## src/rtl/irq_latch_pkg.sv

```systemverilog
package irq_latch_pkg;

   localparam int DATA_W = 8;

   // Offsets; clear must sit directly below enable-set so one burst clears then enables.
   localparam int OFS_STATUS = 0;
   localparam int OFS_TYPE   = 1;
   localparam int OFS_POL    = 2;
   localparam int OFS_EN_SET = 5;
   localparam int OFS_CLEAR  = OFS_EN_SET - 1;
   localparam int OFS_EN_CLR = OFS_EN_SET + 1;

   typedef struct packed {
      logic st_type;
      logic st_pol;
      logic st_clear;
      logic st_en_set;
      logic st_en_clr;
   } wr_sel_t;

endpackage

```

## src/rtl/ilc_bus_port.sv

```systemverilog
module ilc_bus_port
   import irq_latch_pkg::*;
#(
   parameter int ADDR_W = 8,
   parameter int N      = 8
) (
   input  logic              clk,
   input  logic              rst_n,
   input  logic              acc_valid,
   input  logic              acc_first,
   input  logic              acc_write,
   input  logic [ADDR_W-1:0] acc_addr,
   input  logic [DATA_W-1:0] acc_wdata,
   input  logic [N-1:0]      status,
   input  logic [N-1:0]      enable,
   input  logic [N-1:0]      trig_type,
   input  logic [N-1:0]      trig_pol,
   output wr_sel_t           wsel,
   output logic [N-1:0]      wmask,
   output logic [DATA_W-1:0] acc_rdata
);

   localparam logic [ADDR_W-1:0] A_STATUS = ADDR_W'(OFS_STATUS);
   localparam logic [ADDR_W-1:0] A_TYPE   = ADDR_W'(OFS_TYPE);
   localparam logic [ADDR_W-1:0] A_POL    = ADDR_W'(OFS_POL);
   localparam logic [ADDR_W-1:0] A_CLEAR  = ADDR_W'(OFS_CLEAR);
   localparam logic [ADDR_W-1:0] A_EN_SET = ADDR_W'(OFS_EN_SET);
   localparam logic [ADDR_W-1:0] A_EN_CLR = ADDR_W'(OFS_EN_CLR);

   logic [ADDR_W-1:0] next_q;
   logic [ADDR_W-1:0] cur_addr;
   logic              wr_beat;

   assign cur_addr = acc_first ? acc_addr : next_q;
   assign wr_beat  = acc_valid & acc_write;
   assign wmask    = acc_wdata[N-1:0];

   always_ff @(posedge clk or negedge rst_n) begin
      if (!rst_n)
         next_q <= '0;
      else if (acc_valid)
         next_q <= cur_addr + ADDR_W'(1);
   end

   always_comb begin
      wsel.st_type   = wr_beat && (cur_addr == A_TYPE);
      wsel.st_pol    = wr_beat && (cur_addr == A_POL);
      wsel.st_clear  = wr_beat && (cur_addr == A_CLEAR);
      wsel.st_en_set = wr_beat && (cur_addr == A_EN_SET);
      wsel.st_en_clr = wr_beat && (cur_addr == A_EN_CLR);
   end

   always_comb begin
      acc_rdata = '0;
      if (acc_valid && !acc_write) begin
         if (cur_addr == A_STATUS)
            acc_rdata[N-1:0] = status;
         else if (cur_addr == A_TYPE)
            acc_rdata[N-1:0] = trig_type;
         else if (cur_addr == A_POL)
            acc_rdata[N-1:0] = trig_pol;
         else if (cur_addr == A_EN_SET || cur_addr == A_EN_CLR)
            acc_rdata[N-1:0] = enable;
      end
   end

endmodule

```

## src/rtl/ilc_config.sv

```systemverilog
module ilc_config
   import irq_latch_pkg::*;
#(
   parameter int N = 8
) (
   input  logic         clk,
   input  logic         rst_n,
   input  wr_sel_t      wsel,
   input  logic [N-1:0] wmask,
   output logic [N-1:0] trig_type,
   output logic [N-1:0] trig_pol
);

   always_ff @(posedge clk or negedge rst_n) begin
      if (!rst_n) begin
         trig_type <= '1;
         trig_pol  <= '1;
      end else begin
         if (wsel.st_type) trig_type <= wmask;
         if (wsel.st_pol)  trig_pol  <= wmask;
      end
   end

endmodule

```

## src/rtl/ilc_trigger.sv

```systemverilog
module ilc_trigger #(
   parameter int N = 8
) (
   input  logic         clk,
   input  logic         rst_n,
   input  logic [N-1:0] src_in,
   input  logic [N-1:0] trig_type,
   input  logic [N-1:0] trig_pol,
   output logic [N-1:0] trig
);

   logic [N-1:0] prev_q;

   always_ff @(posedge clk or negedge rst_n) begin
      if (!rst_n) prev_q <= '0;
      else        prev_q <= src_in;
   end

   for (genvar i = 0; i < N; i++) begin : g_src
      logic rise, fall, lvl;
      assign rise = src_in[i] & ~prev_q[i];
      assign fall = ~src_in[i] & prev_q[i];
      assign lvl  = ~(src_in[i] ^ trig_pol[i]);
      assign trig[i] = trig_type[i] ? (trig_pol[i] ? rise : fall) : lvl;
   end

endmodule

```

## src/rtl/ilc_latch_core.sv

```systemverilog
module ilc_latch_core #(
   parameter int N = 8
) (
   input  logic         clk,
   input  logic         rst_n,
   input  logic [N-1:0] trig,
   input  logic [N-1:0] clr_mask,
   input  logic [N-1:0] set_mask,
   input  logic [N-1:0] off_mask,
   output logic [N-1:0] hidden,
   output logic [N-1:0] status,
   output logic [N-1:0] enable,
   output logic         notify
);

   logic [N-1:0] en_d, hid_d, stat_d;

   always_comb begin
      en_d   = (enable | set_mask) & ~off_mask;
      hid_d  = (hidden & ~clr_mask) | trig;
      stat_d = (status & ~clr_mask) | (en_d & hid_d);
   end

   always_ff @(posedge clk or negedge rst_n) begin
      if (!rst_n) begin
         enable <= '0;
         hidden <= '0;
         status <= '0;
         notify <= 1'b0;
      end else begin
         enable <= en_d;
         hidden <= hid_d;
         status <= stat_d;
         notify <= |(stat_d & ~status);
      end
   end

endmodule

```

## src/rtl/irq_latch_ctrl.sv

```systemverilog
module irq_latch_ctrl
   import irq_latch_pkg::*;
#(
   parameter int NUM_SRC = 8,
   parameter int ADDR_W  = 8
) (
   input  logic               clk,
   input  logic               rst_n,
   input  logic [NUM_SRC-1:0] src_in,
   input  logic               acc_valid,
   input  logic               acc_first,
   input  logic               acc_write,
   input  logic [ADDR_W-1:0]  acc_addr,
   input  logic [DATA_W-1:0]  acc_wdata,
   output logic [DATA_W-1:0]  acc_rdata,
   output logic               irq_notify
);

   if (NUM_SRC < 1 || NUM_SRC > DATA_W) begin : g_bad_num_src
      $error("irq_latch_ctrl: NUM_SRC must be 1..8");
   end
   if (ADDR_W < 3) begin : g_bad_addr_w
      $error("irq_latch_ctrl: ADDR_W must reach offset 6");
   end

   wr_sel_t            wsel;
   logic [NUM_SRC-1:0] wmask;
   logic [NUM_SRC-1:0] type_w, pol_w, trig_w;
   logic [NUM_SRC-1:0] hidden_w, status_w, enable_w;
   logic [NUM_SRC-1:0] clr_mask, set_mask, off_mask;

   assign clr_mask = wsel.st_clear  ? wmask : '0;
   assign set_mask = wsel.st_en_set ? wmask : '0;
   assign off_mask = wsel.st_en_clr ? wmask : '0;

   ilc_bus_port #(.ADDR_W(ADDR_W), .N(NUM_SRC)) u_bus (
      .clk       (clk),
      .rst_n     (rst_n),
      .acc_valid (acc_valid),
      .acc_first (acc_first),
      .acc_write (acc_write),
      .acc_addr  (acc_addr),
      .acc_wdata (acc_wdata),
      .status    (status_w),
      .enable    (enable_w),
      .trig_type (type_w),
      .trig_pol  (pol_w),
      .wsel      (wsel),
      .wmask     (wmask),
      .acc_rdata (acc_rdata)
   );

   ilc_config #(.N(NUM_SRC)) u_cfg (
      .clk       (clk),
      .rst_n     (rst_n),
      .wsel      (wsel),
      .wmask     (wmask),
      .trig_type (type_w),
      .trig_pol  (pol_w)
   );

   ilc_trigger #(.N(NUM_SRC)) u_trig (
      .clk       (clk),
      .rst_n     (rst_n),
      .src_in    (src_in),
      .trig_type (type_w),
      .trig_pol  (pol_w),
      .trig      (trig_w)
   );

   ilc_latch_core #(.N(NUM_SRC)) u_core (
      .clk      (clk),
      .rst_n    (rst_n),
      .trig     (trig_w),
      .clr_mask (clr_mask),
      .set_mask (set_mask),
      .off_mask (off_mask),
      .hidden   (hidden_w),
      .status   (status_w),
      .enable   (enable_w),
      .notify   (irq_notify)
   );

endmodule

```

## config.mk

```make
export PLATFORM = sky130hd
export DESIGN_NAME = irq_latch_ctrl
export DESIGN_NICKNAME = d
export VERILOG_FILES = /design/src/rtl/irq_latch_pkg.sv /design/src/rtl/ilc_bus_port.sv /design/src/rtl/ilc_config.sv /design/src/rtl/ilc_trigger.sv /design/src/rtl/ilc_latch_core.sv /design/src/rtl/irq_latch_ctrl.sv
export SDC_FILE = /design/constraint.sdc
export NUM_CORES = 1
export LEC_CHECK = 0
export BUFFER_PORTS_ARGS = -buffer_cell sky130_fd_sc_hd__buf_2
export CORE_AREA = 4 4 69 118
export CTS_CLUSTER_SIZE = 28
export DETAILED_ROUTE_END_ITERATION = 10
export DIE_AREA = 0 0 73 122
export PLACE_DENSITY_LB_ADDON = 0.1
export SETUP_SLACK_MARGIN = 0.5
export SLEW_MARGIN = 0
export SYNTH_ARGS = -nofsm -noshare
export SYNTH_HDL_FRONTEND = slang
export SYNTH_HIERARCHICAL = 1
export SYNTH_SLANG_ARGS = --single-unit
```

## constraint.sdc

```tcl
create_clock -name clk -period 2.7 [get_ports clk]
set_input_delay 0.405 -clock clk [delete_from_list [all_inputs] [get_ports clk]]
set_output_delay 0.405 -clock clk [all_outputs]
set_load 0.005 [all_outputs]
```

==> impl_results.md, run 1 <==
* Worst path arrival time at 2240 ps
* Vias per cell at 5.81
* Register-to-Register Path Depth at 10
* TritonCTS clock tree: done
* Final Hold Vio Count at 7
* Critical Path Stages at 8
* Post-DP HPWL at 6540 um
* WP buf/inv at 3
* Reg-to-Reg Start: u_bus/next_q[4]
* Commonest non-fill, non-tap cells in the layout: 38 x dfrtp_1, 37 x buf_2, 33 x nor2_1
* Initial DRT Pass Iterations at 4
* Count of unique library cells instantiated by Yosys at 54
* Final period util at 0.979
* Final #Nets at 422
* Mean post-synth cell area at 10.7 um^2
* Multi-input combinational cell area at 0.00209 mm^2
* Worst-path clk slew at 50 ps
* Initial antenna violation count at 0
* Max Fanout on Critical Path at 6
* Sequential share of power at 0.378
* Total GRT Usage at 0.218
* CP max stage delay at 440 ps
* Ports at 38
* DR iter-0 viols at 120
* Status: finished, violations left
* Logic pwr share at 0.249
* Mapped Cells at 328
* WP data required at 2300 ps
* Violated checks: hold timing
* Hold WS at -7.62 ps
* Crit path cell chain: mux2i_4 -> ha_4 -> buf_4 -> buf_4 -> a221o_1 -> o21ai_0 -> a221oi_2 -> buf_2
* Hold WC Path Type: input pin to async pin
* RSZ-0062 raised after global routing: yes
* Clock share of power at 0.373
* #FFs+latches synth at 57
* VDD IR-drop max at 0.435 mV
* Tmin final at 2640 ps
* Filler Cell Count at 629
* Antenna diode count at 0
* Crit-path most repeated cell: buf_4
* Syn Nets at 361
* Vias in the first global route at 2,802
* Die Area at 0.00891 mm^2
* H-tree levels at 3
* Ys async rst share at 1.00
* Most used flip-flop cell after synthesis: dfrtp_1
* First-pass GRT wire length at 14,400 um
* Clk sink count at 57
* Critical path class: flop to output pin
* Setup ws final at 57.9 ps
* Drt total wl at 9320 um
* Clk_skew at 4.25 ps
* Slew margin rel. at 0.654
* Worst reg2reg setup slack at 100 ps
* Mapped Area at 0.00350 mm^2
* Global route total overflow at 0
* EDFF count, synth at 0
* Max-Cap Viols at 0
* Worst setup startpoint: u_bus/next_q[0]
* Layout cells sized above 1 at 0.487
* Die X-Extent at 73 um
* Pin count of the biggest net entering global routing at 42
* Core box area at 0.00723 mm^2
* Worst skew pair latency at 330 ps
* Number of buffers created by CTS at 9
* CP Launch Type: flop
* Number of port buffers at 37
* Register area share after synthesis at 0.413
* Slowest CP cell: dfrtp_2
* Internal cell power at 2.22 mW
* DRC viols at 0
* Most common cell after layout, fill and taps aside: dfrtp_1
* Highest Clock Rate at 378 MHz
* Routability cong. at 0.863
* Pwr per Cell Area at 699 mW/mm^2
* Final Setup Violations at 0
* Synth warn at 6
* Routed Antenna Nets at 0
* Final Max Tran Viols at 0
* Clk root buf: clkbuf_16
* Least-Margin Pin Slew at 519 ps
* Initial Utilization at 0.484
* Reg area at 0.00145 mm^2
* Setup WS pre-CTS at -29.3 ps
* Chip Height at 122 um
* R2r endpoint: u_core/notify
* CTS Buffer Depth at 2
* Net switching power at 918 uW
* Leakage at 1.90 nW
* Worst setup path endpoint: acc_rdata[7]
* Synthesis-to-layout area growth at 28.3%
* Vias at 2,791
* Cell family with most CP delay: compound AO/OA/AOI/OAI gates
* Row count at 41
* Avg WL per Cell at 19.4 um
* Worst setup EP type: output pin
* Switching share of power at 0.292
[cell type report]
cell class / instances / share of cell area
Clock buffer: 14 / 0.0610
Sequential cell: 57 / 0.323
Clock inverter: 2 / 0.00780
Tap cell: 86 / 0.0239
Inverter: 17 / 0.0156
Timing Repair Buffer: 73 / 0.105
Multi-Input combinational cell: 231 / 0.464
[worst min-delay path by stage]
stage	from	to	slack [ps]	depth (start not counted)
after floorplan	rst_n	u_bus/next_q[0]	110	0
after global placement	rst_n	u_trig/prev_q[1]	350	1
after detailed placement	rst_n	u_trig/prev_q[1]	350	1
after CTS	rst_n	u_trig/prev_q[1]	5	1
after global routing	rst_n	u_trig/prev_q[1]	10	1
final	rst_n	u_trig/prev_q[1]	-8	1
[stage by stage]
step / util / std cells / TNS [ps] / power [mW] / instance area (um^2)
2_1_floorplan: - / 328 / 0 / 1.60 / 3600
3_3_place_gp: 0.531 / 448 / 0 / 1.82 / 3840
3_5_place_dp: 0.531 / 448 / -29.3 / 1.83 / 3840
4_1_cts: 0.590 / 473 / 0 / 3.09 / 4270
5_1_grt: 0.621 / 480 / -112 / 3.28 / 4490
6_report: 0.621 / 480 / 0 / 3.14 / 4490
[timing repair]
action	4_1_cts	5_1_grt
setup endpoints to repair	29	32
buffers inserted	9	7
pin swaps	6	20
hold buffers	0	0
resized for setup	12	43
[synth_stat cells (7+ instances only)]
library cell  instances  area (um^2)
o21ai_0              10         50.1
nand2b_1              9         56.3
dfstp_2              16          420
a21oi_1               7         35.0
a221o_1               9         90.1
o22ai_1               8         50.1
mux2_4               16          240
a22o_1               16          140
nor2_1               33          124
o211ai_1              8         60.1
dfrtp_1              41         1030
a221oi_2              9          135
buf_4                 9         67.6
a21boi_1              8         60.1
inv_1                16         60.1
and2_1               25          156
[state kept, by name (all words and copies together) (netlist names)]
register         count
u_bus/next_q         8
u_cfg/trig_pol       8
u_cfg/trig_type      8
u_core/enable        8
u_core/hidden        8
u_core/notify        1
u_core/status        8
u_trig/prev_q        8
[logic make-up after synthesis]
family / share of synthesized area
AOI/OAI and AO/OA: 0.211
adders and majority gates: 0.0143
and+or+nand+nor: 0.180
muxes: 0.102
DFF: 0.413
xor gates and xnor gates: 0.0150
buffers and inverters: 0.0647
[routing by layer]
layer  global-route usage  up-vias  routed length [um]
met1                0.244     1373                3570
met2                0.364       60                4970
li1                     -     1330                   -
met5                    0        -                   0
met4                0.135        0                 401
met3               0.0528       28                 380
[power by group through the flow]
stage	logic, mW	registers, mW	clock network [mW]
5_1_grt	0.849	1.21	1.23
4_1_cts	0.725	1.17	1.19
6_report	0.782	1.19	1.17
2_1_floorplan	0.460	1.14	0
3_3_place_gp	0.631	1.18	0
3_5_place_dp	0.647	1.19	0
[worst reg2reg max path, stage by stage (launching register included)]
cell	delay (ps)
dfrtp_2	450
nor4_4	300
and3_4	230
or2_4	130
and4_4	300
and2_4	170
nor2b_2	50
o221ai_2	150
o41ai_2	100
buf_4	130
or4_1	480
No activity file was read; power rests on OpenSTA's default activity.
==> run 2, diff against run 1 <==
CTS_CLUSTER_SIZE = not set   (was 28)
PLACE_DENSITY = 0.68   (was not set)
PLACE_DENSITY_LB_ADDON = not set   (was 0.1)
==> run 2 against run 1 <==
Against the previous run: the flow now finishes without violations; global-route usage shrank 0.90 points; first-iteration DRC count grew 11%; final cell count shrank 1.5%; fmax grew 0.70%; sequential cell count is the same; die area is the same; power shrank 3.3%; critical path depth grew 1; wire length shrank 8.6%; sequential power is essentially flat; clock skew shrank 1.3 ps.
==> impl_results.md, run 2 (synthesized netlist as in run 1, its figures left out) <==
* Leakage at 1.82 nW
* DR iter-0 viols at 133
* WP data required at 2300 ps
* Row count at 41
* Layout cells sized above 1 at 0.444
* Drt total wl at 8520 um
* Initial antenna violation count at 0
* Core box area at 0.00723 mm^2
* Commonest non-fill, non-tap cells in the layout: 38 x dfrtp_1, 37 x buf_2, 33 x nor2_1
* Vias in the first global route at 2,831
* First-pass GRT wire length at 14,100 um
* CP Launch Type: flop
* Routability cong. at 0.891
* Chip Height at 122 um
* Least-Margin Pin Slew at 946 ps
* Register-to-Register Path Depth at 9
* Total GRT Usage at 0.209
* Pwr per Cell Area at 702 mW/mm^2
* Cell Area, Placed at 0.00383 mm^2
* Final #Nets at 415
* Vias at 2,756
* Max-Cap Viols at 0
* RSZ-0062 raised after global routing: yes
* Global route total overflow at 0
* Switching share of power at 0.279
* Dpl cells at 447
* Clk_skew at 2.97 ps
* Hold WC Path Type: input pin to flop
* Finished Layout Cells at 473
* Final Max Tran Viols at 0
* Setup WS pre-CTS at -14.8 ps
* Net switching power at 849 uW
* Hold Crit Depth at 1
* Max Fanout on Critical Path at 8
* Worst reg2reg setup slack at 210 ps
* Highest Clock Rate at 381 MHz
* Pwr Total at 3.04 mW
* Ports at 38
* Status: completed
* TritonCTS clock tree: done
* Critical path class: flop to output pin
* Tmin final at 2620 ps
* Avg WL per Cell at 18.0 um
* Fin area at 0.00433 mm^2
* Finished Core Util at 0.599
* Post-DP HPWL at 6250 um
* CTS Buffer Depth at 2
* Number of buffers created by CTS at 9
* Worst setup EP type: output pin
* Die Area at 0.00891 mm^2
* Antenna diode count at 0
* DRC viols at 0
* VDD IR-drop max at 0.347 mV
* Initial DRT Pass Iterations at 4
* Sequential share of power at 0.387
* Final period util at 0.972
* Logic pwr share at 0.235
* Vias per cell at 5.83
* H-tree levels at 3
* Worst-path clk slew at 50 ps
* Most common cell after layout, fill and taps aside: dfrtp_1
* Number of hold buffers added after CTS at 0
* Clock share of power at 0.378
* Routed Antenna Nets at 0
* Clk sink count at 57
* Initial Utilization at 0.484
* Final Hold Vio Count at 0
* Setup ws final at 76.3 ps
* Worst skew pair latency at 320 ps
* Worst path arrival time at 2220 ps
* Synthesis-to-layout area growth at 23.7%
* Internal cell power at 2.19 mW
* Number of port buffers at 37
* Clk root buf: clkbuf_16
* Final Setup Violations at 0
* Pin count of the biggest net entering global routing at 44
* Die X-Extent at 73 um
* Slew margin rel. at 0.369
[run 2: through the flow]
step           setup TNS, ps  hold slack, ps
3_5_place_dp           -14.8             495
5_1_grt                    0             201
4_1_cts                    0             201
6_report                   0             214
3_3_place_gp               0             476
2_1_floorplan              0             109
[run 2: critical path, cell delays in order, from the launching register on]
cell and delay, ps:
dfrtp_2 420, mux2i_4 170, inv_2 80, ha_4 170
nor4bb_1 140, nor3_2 140, buf_4 170, o211ai_1 120
a221oi_2 320, buf_2 180
[run 2: worst paths after layout]
| kind | start | to |
|---|---|---|
| hold reg to reg | u_core/hidden[0] | u_core/hidden[0] |
| setup reg to reg | u_bus/next_q[4] | u_core/notify |
| min in group asynchronous | rst_n | u_trig/prev_q[1] |
| hold / removal | src_in[1] | u_trig/prev_q[1] |
| setup / recovery | u_bus/next_q[1] | acc_rdata[2] |
| max in group asynchronous | rst_n | u_bus/next_q[4] |
[run 2: cell type report]
| cell class | instances | area [um^2] |
|---|---|---|
| Clock buffer | 14 | 274 |
| Timing Repair Buffer | 66 | 407 |
| Clock inverter | 2 | 35.0 |
| Inverter | 17 | 63.8 |
| Tap cell | 86 | 108 |
| Sequential cell | 57 | 1450 |
| Fill cell | 579 | 2900 |
| Multi-Input combinational cell | 231 | 1990 |
[run 2: timing repair]
item,in CTS,in global routing
hold endpoints to repair,0,0
resized for setup,21,9
setup endpoints to repair,24,32
setup buffers,6,4
cloned,0,0
pin swaps,11,9
[run 2: layer usage]
metal / part of all wire / GRT usage / routed length [um]
met3: 0.038 / 0.0545 / 325
met4: 0.033 / 0.112 / 285
met1: 0.40 / 0.245 / 3420
met5: 0 / 0 / 0
met2: 0.53 / 0.342 / 4490
[run 2: power by group through the flow]
| stage | registers [mW] | clock network (mW) | logic, mW |
|---|---|---|---|
| 3_5_place_dp | 1.18 | 0 | 0.631 |
| 6_report | 1.18 | 1.15 | 0.713 |
| 4_1_cts | 1.18 | 1.17 | 0.705 |
| 2_1_floorplan | 1.14 | 0 | 0.460 |
| 5_1_grt | 1.20 | 1.22 | 0.783 |
| 3_3_place_gp | 1.19 | 0 | 0.615 |
==> run 3, diff against run 2 <==
CTS_BUF_LIST = sky130_fd_sc_hd__clkbuf_8   (was not set)
==> run 3 against run 2 <==
Against the previous run: first-iteration DRC count decreased by 20%; clock skew increased by 5.7 ps; power fell by 10%; final cell count unchanged; utilization down 1.0 points; global-route usage is 0.39 points lower; fmax down 0.73%; register-to-register slack is essentially flat; clock power shrank 29%; non-clock buffer count stayed put; die area did not move; wire length rose by 0.22%.
==> impl_results.md, run 3 (synthesized netlist as in run 1, its figures left out) <==
* Clk root buf: clkbuf_8
* Most common cell after layout, fill and taps aside: dfrtp_1
* Max Fanout on Critical Path at 8
* Antenna diode count at 0
* Number of port buffers at 37
* Register-to-Register Path Depth at 9
* Critical path class: flop to output pin
* Synthesis-to-layout area growth at 21.6%
* Core box area at 0.00723 mm^2
* Chip Height at 122 um
* Final period util at 0.979
* CP Launch Type: flop
* Fin area at 0.00426 mm^2
* RSZ-0062 raised after global routing: yes
* Max-Cap Viols at 0
* Finished Core Util at 0.588
* Cell family with most CP delay: buffers and inverters
* Net switching power at 824 uW
* Least-Margin Pin Slew at 918 ps
* Crit path cell chain: mux2i_4 -> inv_2 -> ha_4 -> nor4bb_2 -> nor3_2 -> buf_4 -> o211ai_1 -> a221oi_2 -> buf_2
* Row count at 41
* TritonCTS clock tree: done
* WP buf/inv at 3
* Ports at 38
* Status: completed
* Tmin final at 2640 ps
* Initial antenna violation count at 0
* Vias in the first global route at 2,776
* Dpl cells at 447
* Slew margin rel. at 0.388
* Final #Nets at 415
* Initial DRT Pass Iterations at 4
* First-pass GRT wire length at 13,900 um
* Hold WS at 194 ps
* Worst setup EP type: output pin
* Worst-path clk slew at 60 ps
* Cell Area, Placed at 0.00383 mm^2
* Reg-to-Reg Start: u_bus/next_q[7]
* Finished Layout Cells at 473
* WP data required at 2300 ps
* CTS Buffer Depth at 2
* VDD IR-drop max at 0.479 mV
* Vias per cell at 5.82
* Worst reg2reg setup slack at 220 ps
* Final Setup Violations at 0
* Routability cong. at 0.891
* Pwr per Cell Area at 639 mW/mm^2
* Slowest CP cell: dfrtp_2
* Highest Clock Rate at 378 MHz
* Clk sink count at 57
* Clk_skew at 8.66 ps
* Total GRT Usage at 0.205
* Pin count of the biggest net entering global routing at 44
* Switching share of power at 0.303
* Final Max Tran Viols at 0
* Post-DP HPWL at 6250 um
* CP max stage delay at 420 ps
* Commonest non-fill, non-tap cells in the layout: 38 x dfrtp_1, 37 x buf_2, 33 x nor2_1
* Drt total wl at 8540 um
* Worst skew pair latency at 340 ps
* Vias at 2,753
* H-tree levels at 3
* Internal cell power at 1.90 mW
* Logic pwr share at 0.266
* Die Area at 0.00891 mm^2
* Sequential share of power at 0.433
* Global route total overflow at 0
* Hold WC Path Type: input pin to async pin
* Clock share of power at 0.302
* Final Hold Vio Count at 0
* Worst path arrival time at 2240 ps
* R2r endpoint: u_core/notify
* Routed Antenna Nets at 0
* Number of hold buffers added after CTS at 0
* Number of buffers created by CTS at 9
* DR iter-0 viols at 107
* Setup ws final at 57.1 ps
* Die X-Extent at 73 um
* Leakage at 1.80 nW
* DRC viols at 0
* Setup WS pre-CTS at -14.8 ps
* Avg WL per Cell at 18.1 um
* Initial Utilization at 0.484
* Layout cells sized above 1 at 0.460
-- run 3: changes by cell type in the layout (fill, tap and decap cells not counted), sizes merged --
cell,change
inv,+2
clkbuf,-2
-- run 3: repair_timing --
action,CTS,global route
pin swaps,11,13
endpoints found under the hold margin,0,0
setup buffers,5,5
gates resized for setup,21,15
setup endpoints to repair,21,32
gates cloned,0,0
-- run 3: final cells by class --
class / instances / area (um^2)
flip-flops and latches: 57 / 1450
repair buffers: 66 / 403
fillers: 589 / 2980
multi-input cells: 231 / 2020
clock buffers: 12 / 165
inverters: 17 / 63.8
well taps: 86 / 108
clock inverters: 4 / 42.5
-- run 3: per-stage QoR --
| stage | setup TNS, ps | total power, mW |
|---|---|---|
| CTS | 0 | 2.71 |
| finish | 0 | 2.72 |
| global placement | 0 | 1.80 |
| detailed placement | -14.8 | 1.82 |
| global route | -46.1 | 2.87 |
| floorplan | 0 | 1.60 |
-- run 3: worst max path at each step --
stage / from / cells past startpoint / to / slack, ps
after floorplan: acc_first / 11 / u_core/notify / 230
final: u_bus/next_q[1] / 9 / acc_rdata[2] / 60
after global routing: u_bus/next_q[1] / 9 / acc_rdata[4] / -20
after CTS: u_bus/next_q[1] / 9 / acc_rdata[3] / 50
after detailed placement: acc_first / 10 / u_core/notify / -10
after global placement: acc_first / 10 / u_core/notify / 40
-- run 3: power by group through the flow --
stage / Combinational [mW] / Sequential (mW) / Clock, mW
after floorplan: 0.460 / 1.14 / 0
after global placement: 0.615 / 1.19 / 0
after detailed placement: 0.631 / 1.18 / 0
after CTS: 0.700 / 1.17 / 0.833
after global routing: 0.788 / 1.20 / 0.887
final: 0.722 / 1.18 / 0.821
-- run 3: layer usage --
metal | global-route usage | routed length, um | up-vias
met5 | 0 | 0 | -
li1 | - | - | 1316
met2 | 0.340 | 4570 | 58
met4 | 0.104 | 252 | 0
met3 | 0.0495 | 330 | 18
met1 | 0.242 | 3390 | 1361
